File: config.mk
export PLATFORM = sky130hd
export DESIGN_NAME = spi_irq_gen
export DESIGN_NICKNAME = d
export VERILOG_FILES = /design/src/rtl/spi_irq_pkg.sv /design/src/rtl/spi_irq_xfer_flags.sv /design/src/rtl/spi_irq_fifo_flag.sv /design/src/rtl/spi_irq_out.sv /design/src/rtl/spi_irq_gen.sv
export SDC_FILE = /design/constraint.sdc
export NUM_CORES = 1
export LEC_CHECK = 0
export CORE_UTILIZATION = 35
export CTS_BUF_LIST = sky130_fd_sc_hd__clkbuf_16
export CTS_CLUSTER_SIZE = 10
export DETAILED_ROUTE_END_ITERATION = 16
export GPL_TIMING_DRIVEN = 0
export PLACE_DENSITY = 0.82
export SYNTH_ARGS = -nofsm -noshare
export SYNTH_HDL_FRONTEND = slang
export SYNTH_SLANG_ARGS = --single-unit
File: constraint.sdc
create_clock -name clk -period 3.4 [get_ports clk]
set_clock_uncertainty 0.15 [all_clocks]
set_input_delay 0.51 -clock clk [delete_from_list [all_inputs] [get_ports clk]]
set_output_delay 0.51 -clock clk [all_outputs]
set_load 0.01 [all_outputs]
File: src/rtl/spi_irq_pkg.sv
package spi_irq_pkg;

    typedef enum logic {
        MODE_SINGLE = 1'b0,
        MODE_FIFO   = 1'b1
    } irq_mode_e;

    typedef struct packed {
        logic done;
        logic ovr_req;
        logic rxff;
        logic txff;
    } irq_src_t;

    typedef struct packed {
        logic done;
        logic ovr;
        logic rxff;
        logic txff;
    } irq_en_t;

    typedef struct packed {
        logic rx;
        logic tx;
    } irq_lines_t;

    function automatic irq_lines_t irq_merge(input irq_mode_e mode,
                                             input irq_src_t  src,
                                             input irq_en_t   en);
        irq_lines_t l;
        if (mode == MODE_FIFO) begin
            l.rx = src.rxff & en.rxff;
            l.tx = src.txff & en.txff;
        end else begin
            l.rx = (src.done & en.done) | (src.ovr_req & en.ovr);
            l.tx = 1'b0;
        end
        return l;
    endfunction

endpackage

File: src/rtl/spi_irq_xfer_flags.sv
module spi_irq_xfer_flags (
    input  logic clk,
    input  logic rst,
    input  logic xfer_done,
    input  logic rxbuf_rd,
    input  logic done_clr,
    input  logic ovr_clr,
    input  logic ovr_ie,
    output logic done_flag,
    output logic ovr_flag,
    output logic ovr_req
);
    logic rx_full;
    logic overrun_evt;

    assign overrun_evt = xfer_done & rx_full & ~rxbuf_rd;

    always_ff @(posedge clk) begin
        if (rst) begin
            rx_full   <= 1'b0;
            done_flag <= 1'b0;
            ovr_flag  <= 1'b0;
            ovr_req   <= 1'b0;
        end else begin
            rx_full   <= xfer_done | (rx_full & ~rxbuf_rd);
            done_flag <= xfer_done | (done_flag & ~rxbuf_rd & ~done_clr);
            ovr_flag  <= overrun_evt | (ovr_flag & ~ovr_clr);
            ovr_req   <= (overrun_evt & ~ovr_flag & ovr_ie) | (ovr_req & ~ovr_clr);
        end
    end


    done_set_chk: assert property (@(posedge clk) disable iff (rst)
        xfer_done |=> done_flag);


    ovr_set_chk: assert property (@(posedge clk) disable iff (rst)
        (xfer_done && rx_full && !rxbuf_rd) |=> ovr_flag);


    ovr_hold_chk: assert property (@(posedge clk) disable iff (rst)
        (ovr_flag && !ovr_clr) |=> ovr_flag);


    no_retrig_chk: assert property (@(posedge clk) disable iff (rst)
        (ovr_flag && !ovr_req && !ovr_clr) |=> !ovr_req);

endmodule

File: src/rtl/spi_irq_fifo_flag.sv
module spi_irq_fifo_flag #(
    parameter int unsigned CNT_W = 5,
    parameter bit          IS_TX = 1'b0
) (
    input  logic             clk,
    input  logic             rst,
    input  logic             active,
    input  logic [CNT_W-1:0] count,
    input  logic [CNT_W-1:0] level,
    input  logic             clr,
    output logic             flag
);
    logic hit;

    generate
        if (IS_TX) begin : g_tx_cmp
            assign hit = (count <= level);
        end else begin : g_rx_cmp
            assign hit = (count >= level);
        end
    endgenerate

    always_ff @(posedge clk) begin
        if (rst) begin
            flag <= 1'b0;
        end else if (clr) begin
            flag <= 1'b0;
        end else begin
            flag <= flag | (active & hit);
        end
    end


    ff_clr_chk: assert property (@(posedge clk) disable iff (rst)
        clr |=> !flag);


    ff_sticky_chk: assert property (@(posedge clk) disable iff (rst)
        (flag && !clr) |=> flag);

endmodule

File: src/rtl/spi_irq_out.sv
module spi_irq_out
    import spi_irq_pkg::*;
(
    input  logic      clk,
    input  logic      rst,
    input  irq_mode_e mode,
    input  irq_src_t  src,
    input  irq_en_t   en,
    output logic      irq_rx,
    output logic      irq_tx
);
    irq_lines_t nxt;

    always_comb nxt = irq_merge(mode, src, en);

    always_ff @(posedge clk) begin
        if (rst) begin
            irq_rx <= 1'b0;
            irq_tx <= 1'b0;
        end else begin
            irq_rx <= nxt.rx;
            irq_tx <= nxt.tx;
        end
    end


    tx_low_chk: assert property (@(posedge clk) disable iff (rst)
        (mode == MODE_SINGLE) |=> !irq_tx);


    fifo_rx_mask_chk: assert property (@(posedge clk) disable iff (rst)
        (mode == MODE_FIFO && !src.rxff) |=> !irq_rx);

endmodule

File: src/rtl/spi_irq_gen.sv
module spi_irq_gen
    import spi_irq_pkg::*;
#(
    parameter int unsigned CNT_W = 5
) (
    input  logic             clk,
    input  logic             rst,
    input  logic             fifo_mode,
    input  logic             xfer_done,
    input  logic             rxbuf_rd,
    input  logic [CNT_W-1:0] rx_count,
    input  logic [CNT_W-1:0] tx_count,
    input  logic [CNT_W-1:0] rx_level,
    input  logic [CNT_W-1:0] tx_level,
    input  logic             done_ie,
    input  logic             ovr_ie,
    input  logic             rxff_ie,
    input  logic             txff_ie,
    input  logic             done_clr,
    input  logic             ovr_clr,
    input  logic             rxff_clr,
    input  logic             txff_clr,
    output logic             irq_rx,
    output logic             irq_tx,
    output logic             done_flag,
    output logic             ovr_flag,
    output logic             rxff_flag,
    output logic             txff_flag
);
    irq_mode_e mode;
    irq_src_t  src;
    irq_en_t   en;
    logic      ovr_req;

    assign mode = irq_mode_e'(fifo_mode);

    spi_irq_xfer_flags u_xfer (
        .clk       (clk),
        .rst       (rst),
        .xfer_done (xfer_done),
        .rxbuf_rd  (rxbuf_rd),
        .done_clr  (done_clr),
        .ovr_clr   (ovr_clr),
        .ovr_ie    (ovr_ie),
        .done_flag (done_flag),
        .ovr_flag  (ovr_flag),
        .ovr_req   (ovr_req)
    );

    spi_irq_fifo_flag #(.CNT_W(CNT_W), .IS_TX(1'b0)) u_rxff (
        .clk    (clk),
        .rst    (rst),
        .active (fifo_mode),
        .count  (rx_count),
        .level  (rx_level),
        .clr    (rxff_clr),
        .flag   (rxff_flag)
    );

    spi_irq_fifo_flag #(.CNT_W(CNT_W), .IS_TX(1'b1)) u_txff (
        .clk    (clk),
        .rst    (rst),
        .active (fifo_mode),
        .count  (tx_count),
        .level  (tx_level),
        .clr    (txff_clr),
        .flag   (txff_flag)
    );

    assign src = '{done: done_flag, ovr_req: ovr_req, rxff: rxff_flag, txff: txff_flag};
    assign en  = '{done: done_ie, ovr: ovr_ie, rxff: rxff_ie, txff: txff_ie};

    spi_irq_out u_out (
        .clk    (clk),
        .rst    (rst),
        .mode   (mode),
        .src    (src),
        .en     (en),
        .irq_rx (irq_rx),
        .irq_tx (irq_tx)
    );

endmodule

Yosys cells after proc, flatten, opt, wreduce, memory -nomap -nowiden:

Cells that the tools add are included.

* div/mod/pow operators: 0
* multiply operators: 0
* bitwise gates (word level): 27
* reduce and logical (&&, ||, !) cells: 3
* $add $sub $neg: 0
* equal/unequal tests: 0
* order comparisons: 2
* muxes and demuxes: 1
* shifts and indexed selects: 0

Operators with widths (count)
* $and 1x1->1: 15
* $or 1x1->1: 7
* $reduce_or 2->1: 3
* $ge 5x5->1: 1
* $le 5x5->1: 1
* $not 1->1: 5
* $mux 2: 1

* memory bits (writable): 0
* memory bits (read-only): 0
* register bits after elaboration: 8
* memories: 0
* output and inout bits: 6
* input bits: 33
* bits in latches: 0

Depth between registers and ports, before layout:

Gate-level depths: netlist of run 1.

* depth in word-level cells: 5
* depth in mapped cells: 6
* mapped depth without buffers: 6

Hierarchy:

A second synthesis of run 1 with hierarchy kept.

* cells, all modules: 61
* area, all modules: 553.0 um^2

By module, submodules not included
* spi_irq_fifo_flag (u_txff): cells each 20, seq. area each 20.0 um^2, times used 1, area each 162.7 um^2
* spi_irq_fifo_flag (u_rxff): cells each 20, seq. area each 20.0 um^2, times used 1, area each 160.2 um^2
* spi_irq_xfer_flags: cells each 15, seq. area each 80.1 um^2, times used 1, area each 148.9 um^2
* spi_irq_out: cells each 6, seq. area each 40.0 um^2, times used 1, area each 81.3 um^2

Least setup slack after synthesis of run 1:

No wires, ideal clock.

* path kind: input port to flip-flop
* from: input rx_count[0]
* to: register u_rxff.flag
* library setup time: 0.127 ns
* buffers on the path: 0
* slack: 1.619 ns
* data arrival time: 1.504 ns
* stages on the path: 6
* required time: 3.123 ns
* path through: inv_1 -> ha_1 -> nand2b_1 -> a2111oi_0 -> o31a_1 -> nor3_1

* longest elaborated chain between the ends: 3

Ends and longest elaborated chain
* start: declaration: line spi_irq_gen.sv:11 `input logic [CNT_W-1:0] rx_count,`
* $ge 5x5->1: line spi_irq_fifo_flag.sv:19 `assign hit = (count >= level);`
* $and 1x1->1: line spi_irq_fifo_flag.sv:29 `flag <= flag | (active & hit);`
* $or 1x1->1: line spi_irq_fifo_flag.sv:29
* end signal: assignment: line spi_irq_fifo_flag.sv:29
* end: declaration: line spi_irq_fifo_flag.sv:11 `output logic flag`

Every way passes these cells.
A chain may end at the register's enable or synchronous reset.

Final worst setup path of run 1:

Same ends and word-level chain as after synthesis.

==> results.md, run 1 <==
- The number of buffers inserted for hold repair after clock tree synthesis is 0.
- At the later pin of the worst-skew pair, clock insertion delay measures ~0.23 ns.
- The kind of critical path is input port to flip-flop.
- The number of input and output port buffers inserted is 37.
- The startpoint identified for the worst register-to-register timing path is u_xfer.ovr_req.
- The area after detailed placement is about 910 µm².
- For this configuration, the core starts out at a cell density of 38.8%.
- The post-layout worst setup margin is roughly 1.3 ns.
- TritonCTS built the clock tree.
- A synthesized cell averages around 8.3 µm².
- The post-layout minimum cycle time is roughly 2.1 ns.
- The number of gates resized after CTS was 0.
- The detailed router finished its first iteration with 3 violations.
- The number of buffers created by CTS is 3.
- The area growth from synthesis to layout is 88.5%.
- In this run the core area contains 13 standard-cell rows.
- The first detailed-routing pass took 4 iterations.
- Detailed routing inserted a total of between 500 and 600 vias.
- The HPWL after detailed placement is approximately 1.1 mm.
- The pin count of the biggest net entering global routing is 9.
- The number of antenna violations at the first check in global routing was 0.
- The post-synthesis instance area is between 500 and 600 µm².
- The number of nets in the finished design is approximately 150.
- After detailed routing, the average wire length per cell comes to ~12 µm.
- The die boundary width is about 41 µm.
- The worst hold path passes through 2 cells.
- In this run the most critical hold path is launched from u_xfer.ovr_req.
- The library cells used most frequently in the layout, excluding fill and tap cells, are 37 x sky130_fd_sc_hd__clkdlybuf4s50_1, 11 x sky130_fd_sc_hd__inv_1, 10 x sky130_fd_sc_hd__ha_1.
- The final core area utilization is roughly three quarters.
- The achievable clock frequency is between 0.4 and 0.5 GHz.
- The root buffer selected by CTS is sky130_fd_sc_hd__clkbuf_16.
- The analysis attributes to cell leakage a power of approximately 0.44 nW.
- The number of nets handed over by synthesis was about 110.
- The detail-routed via count per cell is between 5 and 6.
- The congestion estimate from routability-driven global placement came to slightly below 0.7.
- After synthesis, flip-flops and latches occupy a little under a third of the total area.
- Setup violations remaining at the end of the flow were counted as 0.
- The endpoint required time on the critical path is around 3.4 ns.
- The completed layout was analyzed and its total power is approximately 0.37 mW.
- The H-tree depth reported by CTS is 1.
- The final max-slew violation count came to 0.
- In this run the register-to-register setup slack is about 2.4 ns.
- The via count of the first global-routing pass is 518.
- The summed area of non-filler cells in the final layout is 988 µm².
- For the pin with the worst max-slew slack, the measured transition is 0.349 ns.
- For this run, the total global-route usage over all layers was measured as between 10% and 20%.
- The worst-case IR drop observed on VDD is approximately 0.00044 V.
- The total die area is ~0.0017 mm².
- The type of the most critical hold path is flip-flop to flip-flop.
- The number of max-cap violations is 0.
- The clock-pin slew of the registers on the worst-case setup and hold paths is around 0.030 ns.
- The setup TNS after final layout is 0 ns.
- For this run, design rule violations remaining after detail routing come to 0.
- In this run, synthesis produced a sequential element count of 8.
- The die is between 40 and 50 µm tall.
- The yosys synthesis warning count is 0.
- After synthesis, the netlist uses 21 different library cells.
- The clock passes through at most 2 buffers.
- The element type at the critical path end is a flip-flop.
- During I/O placement, the number of pins put on the boundary was 39.
- The count of cells along the worst register-to-register path is 4.
- Synthesis handed over a netlist of 63 instances.
- The remaining global-route overflow is 0.
- The post-placement setup slack is 1.03 ns.
- The data arrival time of the critical path is between 2 and 2.5 ns.
- The fraction of final layout cells with drive strength greater than 1 is between 3 and 4%.
- The final critical path takes up slightly above 60% of the cycle.
- The run finished with clean final reports.
- The first-pass GRT wire length is 2.07 mm.
- The sink count of the clock tree is 8.
- The most frequent standard cell in the layout excluding fill and tap cells is sky130_fd_sc_hd__clkdlybuf4s50_1.
- The repair_antennas step left the layout with diodes totalling 0.
- After clock tree synthesis, the setup repair step added 0 buffers.
- The endpoint with the worst hold slack is u_xfer.ovr_req.
- The tightest slew margin relative to the limit is between 70% and 80%.
- The biggest fanout along the worst timing path is 1.
- The final number of hold-violating endpoints is 0.
- The detail route stage leaves a number of antenna-violating nets equal to 0.
- Dividing total power by cell area gives a power density of around 370 mW/mm².
- The capture point of the worst reg-to-reg path is u_out.irq_rx.
- Setup repair after global routing left no endpoint under its margin.
- The placeable core region is approximately 0.0014 mm².
- The routed design has approximately 1.4 mm of wire.
- STA classifies the critical path startpoint as an input port.
==> worst max-delay path by stage <==
stage                      from     endpoint
finish              rx_count[0]  u_rxff.flag
global route        rx_count[0]  u_rxff.flag
CTS                 rx_count[0]  u_rxff.flag
detailed placement  rx_count[0]  u_rxff.flag
global placement    rx_count[0]  u_rxff.flag
floorplan           rx_count[0]  u_rxff.flag
==> Yosys cell counts, drive strengths merged <==
library cell  number  share of area (%)
dfxtp              8                 31
a21oi              5                5.5
inv               11                7.9
nand4b             1                1.7
ha                10                 24
o22ai              1                1.2
nand2              2                1.4
o31a               2                3.3
nor2               9                6.4
nand2b             2                2.4
nor3               2                1.9
and4b              1                1.9
a31oi              1                1.2
o211ai             1                1.4
clkbuf             1               0.72
nand4              1                1.2
a2111oi            2                3.6
a22oi              1                1.4
nor2b              2                2.4
==> through the flow <==
step | hold WS, ns | std cells
after floorplan | 0.295 | 63
after global placement | 0.317 | 115
after detailed placement | 0.323 | 115
after CTS | 0.323 | 118
after global routing | 0.343 | 118
final | 0.320 | 118
==> flip-flops by register name, indices dropped and copies added, names as in the netlist <==
| register | flops |
|---|---|
| u_out.irq_rx | 1 |
| u_out.irq_tx | 1 |
| u_rxff.flag | 1 |
| u_txff.flag | 1 |
| u_xfer.done_flag | 1 |
| u_xfer.ovr_flag | 1 |
| u_xfer.ovr_req | 1 |
| u_xfer.rx_full | 1 |
==> worst max-delay path: stages <==
cell	delay [ns]
sky130_fd_sc_hd__clkdlybuf4s50_1	0.46
sky130_fd_sc_hd__inv_1	0.04
sky130_fd_sc_hd__ha_1	0.27
sky130_fd_sc_hd__nand2b_1	0.14
sky130_fd_sc_hd__a2111oi_0	0.39
sky130_fd_sc_hd__o31a_1	0.20
sky130_fd_sc_hd__nor3_1	0.04
==> logic make-up after synthesis <==
family / share of synthesized area [%]
and+or+nand+nor: 19.3
AOI/OAI and AO/OA: 17.7
buffers and inverters: 8.59
adders and majority gates: 23.9
DFF: 30.5
==> per-layer routing <==
| metal | track usage (%) | share of wire, % | up-vias |
|---|---|---|---|
| li1 | - | - | 303 |
| met1 | 21.3 | 42 | 262 |
| met2 | 32.9 | 47 | 26 |
| met3 | 9.24 | 10 | 0 |
| met4 | 5.00 | 0 | 0 |
| met5 | 0 | 0 | - |
==> power by group <==
part	internal (mW)	total [mW]	leakage, nW	switching (mW)
combinational	0.0507	0.0763	0.335	0.0256
clock	0.151	0.193	0.0370	0.0420
sequential	0.0981	0.100	0.0654	0.00208
total	0.300	0.370	0.437	0.0697
==> area by class of cell <==
| class | count | area, µm² |
|---|---|---|
| Inverter | 11 | 41.3 |
| Tap cell | 15 | 18.8 |
| Multi-Input combinational cell | 43 | 319 |
| Clock buffer | 3 | 75.1 |
| Fill cell | 113 | 362 |
| Sequential cell | 8 | 160 |
| Timing Repair Buffer | 37 | 370 |
| Buffer | 1 | 3.75 |
No activity file was read; power rests on OpenSTA's default activity.
==> run 2: changes to the inputs <==
- CORE_ASPECT_RATIO: unset -> 1.2
- CORE_UTILIZATION: 35 -> 32
- PLACE_DENSITY: 0.82 -> 0.76
- clock period: 3.4 -> 2.1 ns (I/O delays scaled with it)
==> run 2 against run 1 <==
  * Sequential cell count is the same
  * Worst setup slack lost 1.1 ns
  * Non-clock buffer count is the same
  * Cell count grew 1.7%
  * Wire length shrank 2.9%
  * Die area grew 9.0%
  * Critical path depth is the same
  * Clock-buffer cell count is the same
  * Sequential share of layout area is essentially flat
  * Core utilization shrank 6.4 points
  * Clock power grew 66%
  * Register-to-register slack lost 1.3 ns
==> results.md, run 2 (synthesis gave the netlist of run 1 again) <==
- The run finished with clean final reports.
- In this run the worst setup path begins at rx_count[0].
- The count of cells along the worst register-to-register path is 4 (unchanged).
- The final antenna diode count is 0 (unchanged).
- The number of placed I/O pins came to 39 (unchanged).
- The area growth from synthesis to layout is 89.0%.
- The endpoint required time on the critical path was 2.06 ns (-1.29 ns).
- In the layout the commonest cells are 37 x sky130_fd_sc_hd__clkdlybuf4s50_1, 11 x sky130_fd_sc_hd__inv_1, 10 x sky130_fd_sc_hd__ha_1.
- The register-to-register setup slack came to 1.08 ns (-1.29 ns).
- Setup repair after global routing left no endpoint under its margin.
- The detail-routed via count per cell is 4.76 (-5.0%).
- The capture point of the worst reg-to-reg path is u_out.irq_rx.
- The number of nets in the finished design was 148 (unchanged).
- The count of instances resized after the clock tree is built was 0 (unchanged).
- The placeable core region is 0.00148 mm² (+9.8%).
- The number of cells in the finished layout apart from fillers is 120 (+1.7%).
- The via count of the first global-routing pass is 540 (+4.2%).
- The wire length after detailed routing came to 1.34 mm (-2.9%).
- The number of cells after detailed placement was 117 (+1.7%).
- The number of antenna violations at the first check in global routing is 0 (unchanged).
- The worst vdd rail ir drop is 0.000432 V (-0.71%).
- The post-layout worst setup margin was 0.210 ns (-1.09 ns).
- The DRC violations left is 0 (unchanged).
- The maximum count of clock buffers along a single path was 2 (unchanged).
- The achievable clock frequency is roughly 0.53 GHz.
- The initial standard-cell utilization of the core is 35.4% (-3.5 points).
- The slew at the pin with the worst max-slew slack is 0.354 ns (+0.00539 ns).
- The root buffer selected by CTS is sky130_fd_sc_hd__clkbuf_16.
- The most frequent standard cell in the layout excluding fill and tap cells is sky130_fd_sc_hd__clkdlybuf4s50_1.
- The remaining global-route overflow was 0 (unchanged).
- The via count is 571 (-3.4%).
- The power per cell area is 611 mW/mm² (+63%).
- The number of input and output port buffers inserted is 37 (unchanged).
- The leakage power is 0.437 nW (unchanged).
- In this run the critical register-to-register path is launched from u_xfer.ovr_req.
- The number of max-cap violations is 0 (unchanged).
- The last weighted congestion value of the routability-driven placer is 0.642 (-7.6%).
- The tightest slew margin relative to the limit is 75.8% (-0.37 points).
- The post-placement setup slack is -0.0408 ns (-1.07 ns).
- The cell row count is 15 (+2).
- The number of antenna-violating nets in the routed design is 0 (unchanged).
- The worst hold margin was 0.270 ns (-0.0492 ns).
- The number of buffers created by CTS is 3 (unchanged).
- The footprint of the multi-input gates is 319 µm² (unchanged).
- The total die area is 0.00180 mm² (+9.0%).
- The clock-pin slew of the registers on the worst-case setup and hold paths is 0.04 ns (about the same).
- The share of the cycle needed by the critical path after routing is between 80% and 90%.
- The post-layout minimum cycle time is between 1.5 and 2 ns.
- The number of endpoints failing setup at the final stage came to 0 (unchanged).
- The number of buffers inserted to repair setup after CTS is 0 (unchanged).
- The setup TNS after final layout came to 0 ns (unchanged).
- The min-delay analysis places its worst path in the category input port to flip-flop.
- The sink count of the clock tree is 8 (unchanged).
- The worst setup path is of the input port to flip-flop kind.
- STA classifies the critical path startpoint as an input port.
- TritonCTS built the clock tree.
- The height of the die is 46.3 µm (+14%).
- The first-pass detailed-route iteration total is 4 (unchanged).
- The global-route total usage across every layer is 18.9% (-0.44 points).
- The register area is 160 µm² (unchanged).
- The routed length per instance is 11.2 µm (-4.5%).
- The total of fill cells in the finished design is 128 (+13%).
- The first-iteration detailed-routing DRC count is 14 (+11).
- The worst-skew pair later-pin latency is 0.23 ns (about the same).
- The number of buffers inserted for hold repair after clock tree synthesis is 0 (unchanged).
- The final number of hold-violating endpoints is 0 (unchanged).
- The biggest fanout along the worst timing path is 1 (unchanged).
- The pin count of the biggest net entering global routing is 9 (unchanged).
- The critical path ends at u_rxff.flag.
- The H-tree depth reported by CTS is 1 (unchanged).
- STA classifies the critical path endpoint as a flip-flop.
- The data arrival time of the critical path is 1.85 ns (-0.20 ns).
- The die boundary width is 39.0 µm (-4.3%).
- The fraction of final layout cells with drive strength greater than 1 is 3.88% (unchanged).
- The first-pass GRT wire length is 2.24 mm (+8.3%).
- The final max-slew violation count is 0 (unchanged).
- The HPWL after detailed placement is 1.07 mm (-6.4%).
[run 2: how the worst min path moves through the flow]
stage	end	startpoint	cells after the start	slack, ns
floorplan	u_rxff.flag	rxff_clr	1	0.24
global placement	u_xfer.ovr_req	u_xfer.ovr_req	2	0.31
detailed placement	u_xfer.ovr_req	u_xfer.ovr_req	2	0.34
CTS	u_xfer.rx_full	rst	2	0.26
global route	u_out.irq_rx	rst	2	0.29
finish	u_xfer.rx_full	rst	2	0.27
[run 2: stage by stage]
step	utilization (%)	instance area (µm²)	total power, mW
after global routing	66.8	991	0.640
after global placement	61.8	916	0.284
final	66.8	991	0.606
after detailed placement	61.8	916	0.287
after floorplan	-	524	0.209
after CTS	66.8	991	0.611
[run 2: area by class of cell]
class,count,area share (%)
Multi-Input combinational cell,43,32.2
Buffer,1,0.379
Inverter,11,4.17
Sequential cell,8,16.2
Timing Repair Buffer,37,37.4
Clock buffer,3,7.58
Tap cell,17,2.15
[run 2: worst max-delay path, cell delays in order]
cell and delay (ns):
sky130_fd_sc_hd__clkdlybuf4s50_1 0.45, sky130_fd_sc_hd__inv_1 0.04, sky130_fd_sc_hd__ha_1 0.27, sky130_fd_sc_hd__nand2b_1 0.14, sky130_fd_sc_hd__a2111oi_0 0.40, sky130_fd_sc_hd__o31a_1 0.20
sky130_fd_sc_hd__nor3_1 0.04
[run 2: per-layer routing]
layer | vias to the layer above | global-route usage, % | routed length (µm)
met5 | - | 0 | 0
met2 | 29 | 30.7 | 680
met4 | 0 | 8.28 | 8
li1 | 299 | - | -
met1 | 241 | 21.3 | 543
met3 | 2 | 7.73 | 107
[run 2: power by group]
group          switching, mW  leakage (nW)  internal (mW)  total (mW)
sequential           0.00348        0.0654          0.159       0.162
combinational         0.0404         0.335         0.0818       0.122
clock                 0.0756        0.0370          0.246       0.321
total                  0.120         0.437          0.486       0.606
==> run 3: changes to the inputs <==
- CORE_MARGIN: unset -> 4
==> run 3 against run 2 <==
  * Clock power barely moved
  * Clock-buffer cell count unchanged
  * Power barely moved
  * Sequential power about the same
  * Die area is 30% higher
  * Combinational power barely moved
  * Worst setup slack got worse by 0.019 ns
  * Non-clock buffer count did not move
  * Critical path depth did not move
  * Critical endpoint unchanged
  * Largest cell class unchanged
==> results.md, run 3 (synthesis gave the netlist of run 1 again) <==
- The data arrival time of the critical path came to 1.87 ns (+0.02 ns).
- The post-layout minimum cycle time is 1.91 ns (+0.0188 ns).
- The maximum count of clock buffers along a single path was 2 (unchanged).
- The final max-slew violation count is 0 (unchanged).
- The number of buffers created by CTS is 3 (unchanged).
- The startpoint kind of the worst setup timing path is an input port.
- The combinational share of power was 20.1% (about the same).
- The root buffer selected by CTS is sky130_fd_sc_hd__clkbuf_16.
- The last weighted congestion value of the routability-driven placer is 0.690 (+7.5%).
- The number of buffers inserted to repair setup after CTS came to 0 (unchanged).
- The worst hold margin is 0.252 ns (-0.0184 ns).
- Among all stages on the critical path, the largest delay is contributed by sky130_fd_sc_hd__clkdlybuf4s50_1.
- The achievable clock frequency is 0.524 GHz (-0.98%).
- The first-iteration detailed-routing DRC count came to 6 (-8).
- The pin count of the biggest net entering global routing is 9 (unchanged).
- The tightest slew margin relative to the limit is 74.3% (-1.5 points).
- The fraction of power spent switching nets came to 19.7% (-0.044 points).
- The remaining global-route overflow is 0 (unchanged).
- The endpoint required time on the critical path is 2.06 ns (about the same).
- The internal power consumption is 0.486 mW (about the same).
- The most used routing layer is met2.
- The register area was 160 µm² (unchanged).
- The startpoint identified for the worst register-to-register timing path is u_xfer.rx_full.
- The clock-pin slew of the registers on the worst-case setup and hold paths is 0.04 ns (about the same).
- The cell row count is 15 (unchanged).
- The final number of hold-violating endpoints came to 0 (unchanged).
- The area growth from synthesis to layout came to 89.0% (unchanged).
- Setup repair after global routing left no endpoint under its margin.
- The first-pass GRT wire length is 2.03 mm (-9.5%).
- The share of the cycle needed by the critical path after routing is 90.9% (+0.89 points).
- The total of fill cells in the finished design is 133 (+3.9%).
- The total design power is 0.605 mW (about the same).
- The height of the die is 52.3 µm (+13%).
- The final antenna diode count is 0 (unchanged).
- The detail-routed via count per cell is 4.85 (+1.9%).
- The H-tree depth reported by CTS is 1 (unchanged).
- The CTS tree is yes.
- The via count came to 582 (+1.9%).
- The post-placement setup slack is -0.0544 ns (-0.0136 ns).
- The met3 usage is 6.87% (-0.86 points).
- The number of antenna-violating nets in the routed design is 0 (unchanged).
- The biggest fanout along the worst timing path is 1 (unchanged).
- The capture point of the worst reg-to-reg path is u_xfer.ovr_req.
- The first-pass detailed-route iteration total came to 3 (-1).
- The footprint of the multi-input gates is 319 µm² (unchanged).
- The HPWL after detailed placement is 1.17 mm (+9.0%).
- The power per cell area is 611 mW/mm² (about the same).
- The largest stage delay on the critical path is 0.46 ns (about the same).
- The final core area utilization is 66.0% (-0.84 points).
- The element type at the critical path end is a flip-flop.
- The via count of the first global-routing pass is 545 (+0.93%).
- The launch instance of the worst min-delay path is rst.
- The wire length after detailed routing is 1.38 mm (+3.1%).
- The routed length per instance came to 11.5 µm (+3.1%).
- The total net switching power is 0.119 mW (-0.27%).
- By startpoint and endpoint, the worst setup path is classified as input port to flip-flop.
- The count of instances resized after the clock tree is built is 0 (unchanged).
- The post-layout worst setup margin came to 0.192 ns (-0.0188 ns).
- In the layout the commonest cells are 37 x sky130_fd_sc_hd__clkdlybuf4s50_1, 11 x sky130_fd_sc_hd__inv_1, 10 x sky130_fd_sc_hd__ha_1.
- The global-route total usage across every layer is 12.3% (-6.6 points).
- The leakage power is 0.437 nW (unchanged).
- The count of cells along the worst register-to-register path came to 3 (-1).
- The type of the most critical hold path is input port to flip-flop.
- The area after detailed placement is 916 µm² (unchanged).
- The fraction of final layout cells with drive strength greater than 1 was 3.88% (unchanged).
- The number of max-cap violations is 0 (unchanged).
- The placeable core region is 0.00150 mm² (+1.3%).
- The total die area is 0.00235 mm² (+30%).
- The met2 track demand over resource in global routing is 21.9% (-8.7 points).
- The met1 demand-to-capacity share in global routing is 9.43% (-12 points).
- The slew at the pin with the worst max-slew slack came to 0.376 ns (+0.0222 ns).
- The clock group share of total power is 53.1% (about the same).
- The worst-skew pair later-pin latency is 0.23 ns (about the same).
- The number of input and output port buffers inserted is 37 (unchanged).
- Walking the worst path, the cells encountered are clkdlybuf4s50_1, inv_1, ha_1, nand2b_1, a2111oi_0, o31a_1, nor3_1.
- The number of endpoints failing setup at the final stage was 0 (unchanged).
- For hold timing, the worst endpoint is u_out.irq_rx.
- The die boundary width is 45.0 µm (+15%).
- The hold-critical path depth is 2 (unchanged).
- The number of placed I/O pins is 39 (unchanged).
- The number of buffers inserted for hold repair after clock tree synthesis came to 0 (unchanged).
- The flow ran to the end, and the final reports show no timing, DRC or antenna violations.
- The number of nets in the finished design is 148 (unchanged).
- The initial standard-cell utilization of the core is 34.9% (-0.44 points).
- The sink count of the clock tree came to 8 (unchanged).
- The worst vdd rail ir drop is 0.000461 V (+6.6%).
- The part of the power in registers is 26.8% (about the same).
- The summed area of non-filler cells in the final layout is 991 µm² (unchanged).
- The number of antenna violations at the first check in global routing was 0 (unchanged).
- Leaving out fill and tap cells, the most frequent cell in the layout is sky130_fd_sc_hd__clkdlybuf4s50_1.
- The register-to-register setup slack came to 1.06 ns (-0.02 ns).
- The DRC violations left is 0 (unchanged).
## run 3: cell counts in the layout (fill, tap and decap cells not counted)
No cell type changed its count.
## run 3: through the flow
stage | instances | setup TNS [ns]
final | 120 | 0
after global routing | 120 | 0
after CTS | 120 | 0
after detailed placement | 117 | -0.0544
after global placement | 117 | -0.0562
after floorplan | 63 | 0
## run 3: cell type report
class	instances	share of cell area, %
repair buffers	37	37.4
multi-input cells	43	32.2
flip-flops and latches	8	16.2
clock buffers	3	7.58
inverters	11	4.17
well taps	17	2.15
plain buffers	1	0.379
## run 3: critical path: cells and delay by family
| family | cells | cell delay [ns] |
|---|---|---|
| compound gates | 2 | 0.61 |
| buf+inv | 2 | 0.50 |
| fa+ha+maj | 1 | 0.27 |
| simple gates | 2 | 0.17 |
## run 3: how the worst max path moves through the flow
stage           startpoint           to  slack (ns)
3_5_place_dp   rx_count[0]  u_rxff.flag       -0.05
5_1_grt        rx_count[0]  u_rxff.flag        0.07
6_report       rx_count[0]  u_rxff.flag        0.19
2_1_floorplan  rx_count[0]  u_rxff.flag        0.51
4_1_cts        rx_count[0]  u_rxff.flag        0.19
3_3_place_gp   rx_count[0]  u_rxff.flag       -0.06
## run 3: power groups by stage
stage               Combinational [mW]  Sequential (mW)  Clock (mW)
CTS                              0.124            0.162       0.328
finish                           0.122            0.162       0.322
global placement                 0.120            0.164           0
floorplan                       0.0427            0.166           0
detailed placement               0.123            0.164           0
global route                     0.135            0.162       0.333
## run 3: layer usage
metal  routed length (µm)  up-vias  part of all wire, %
met1                  528      249                   38
met4                   44        0                  3.2
li1                     -      301                    -
met5                    0        -                    0
met3                  148        5                   11
met2                  658       27                   48
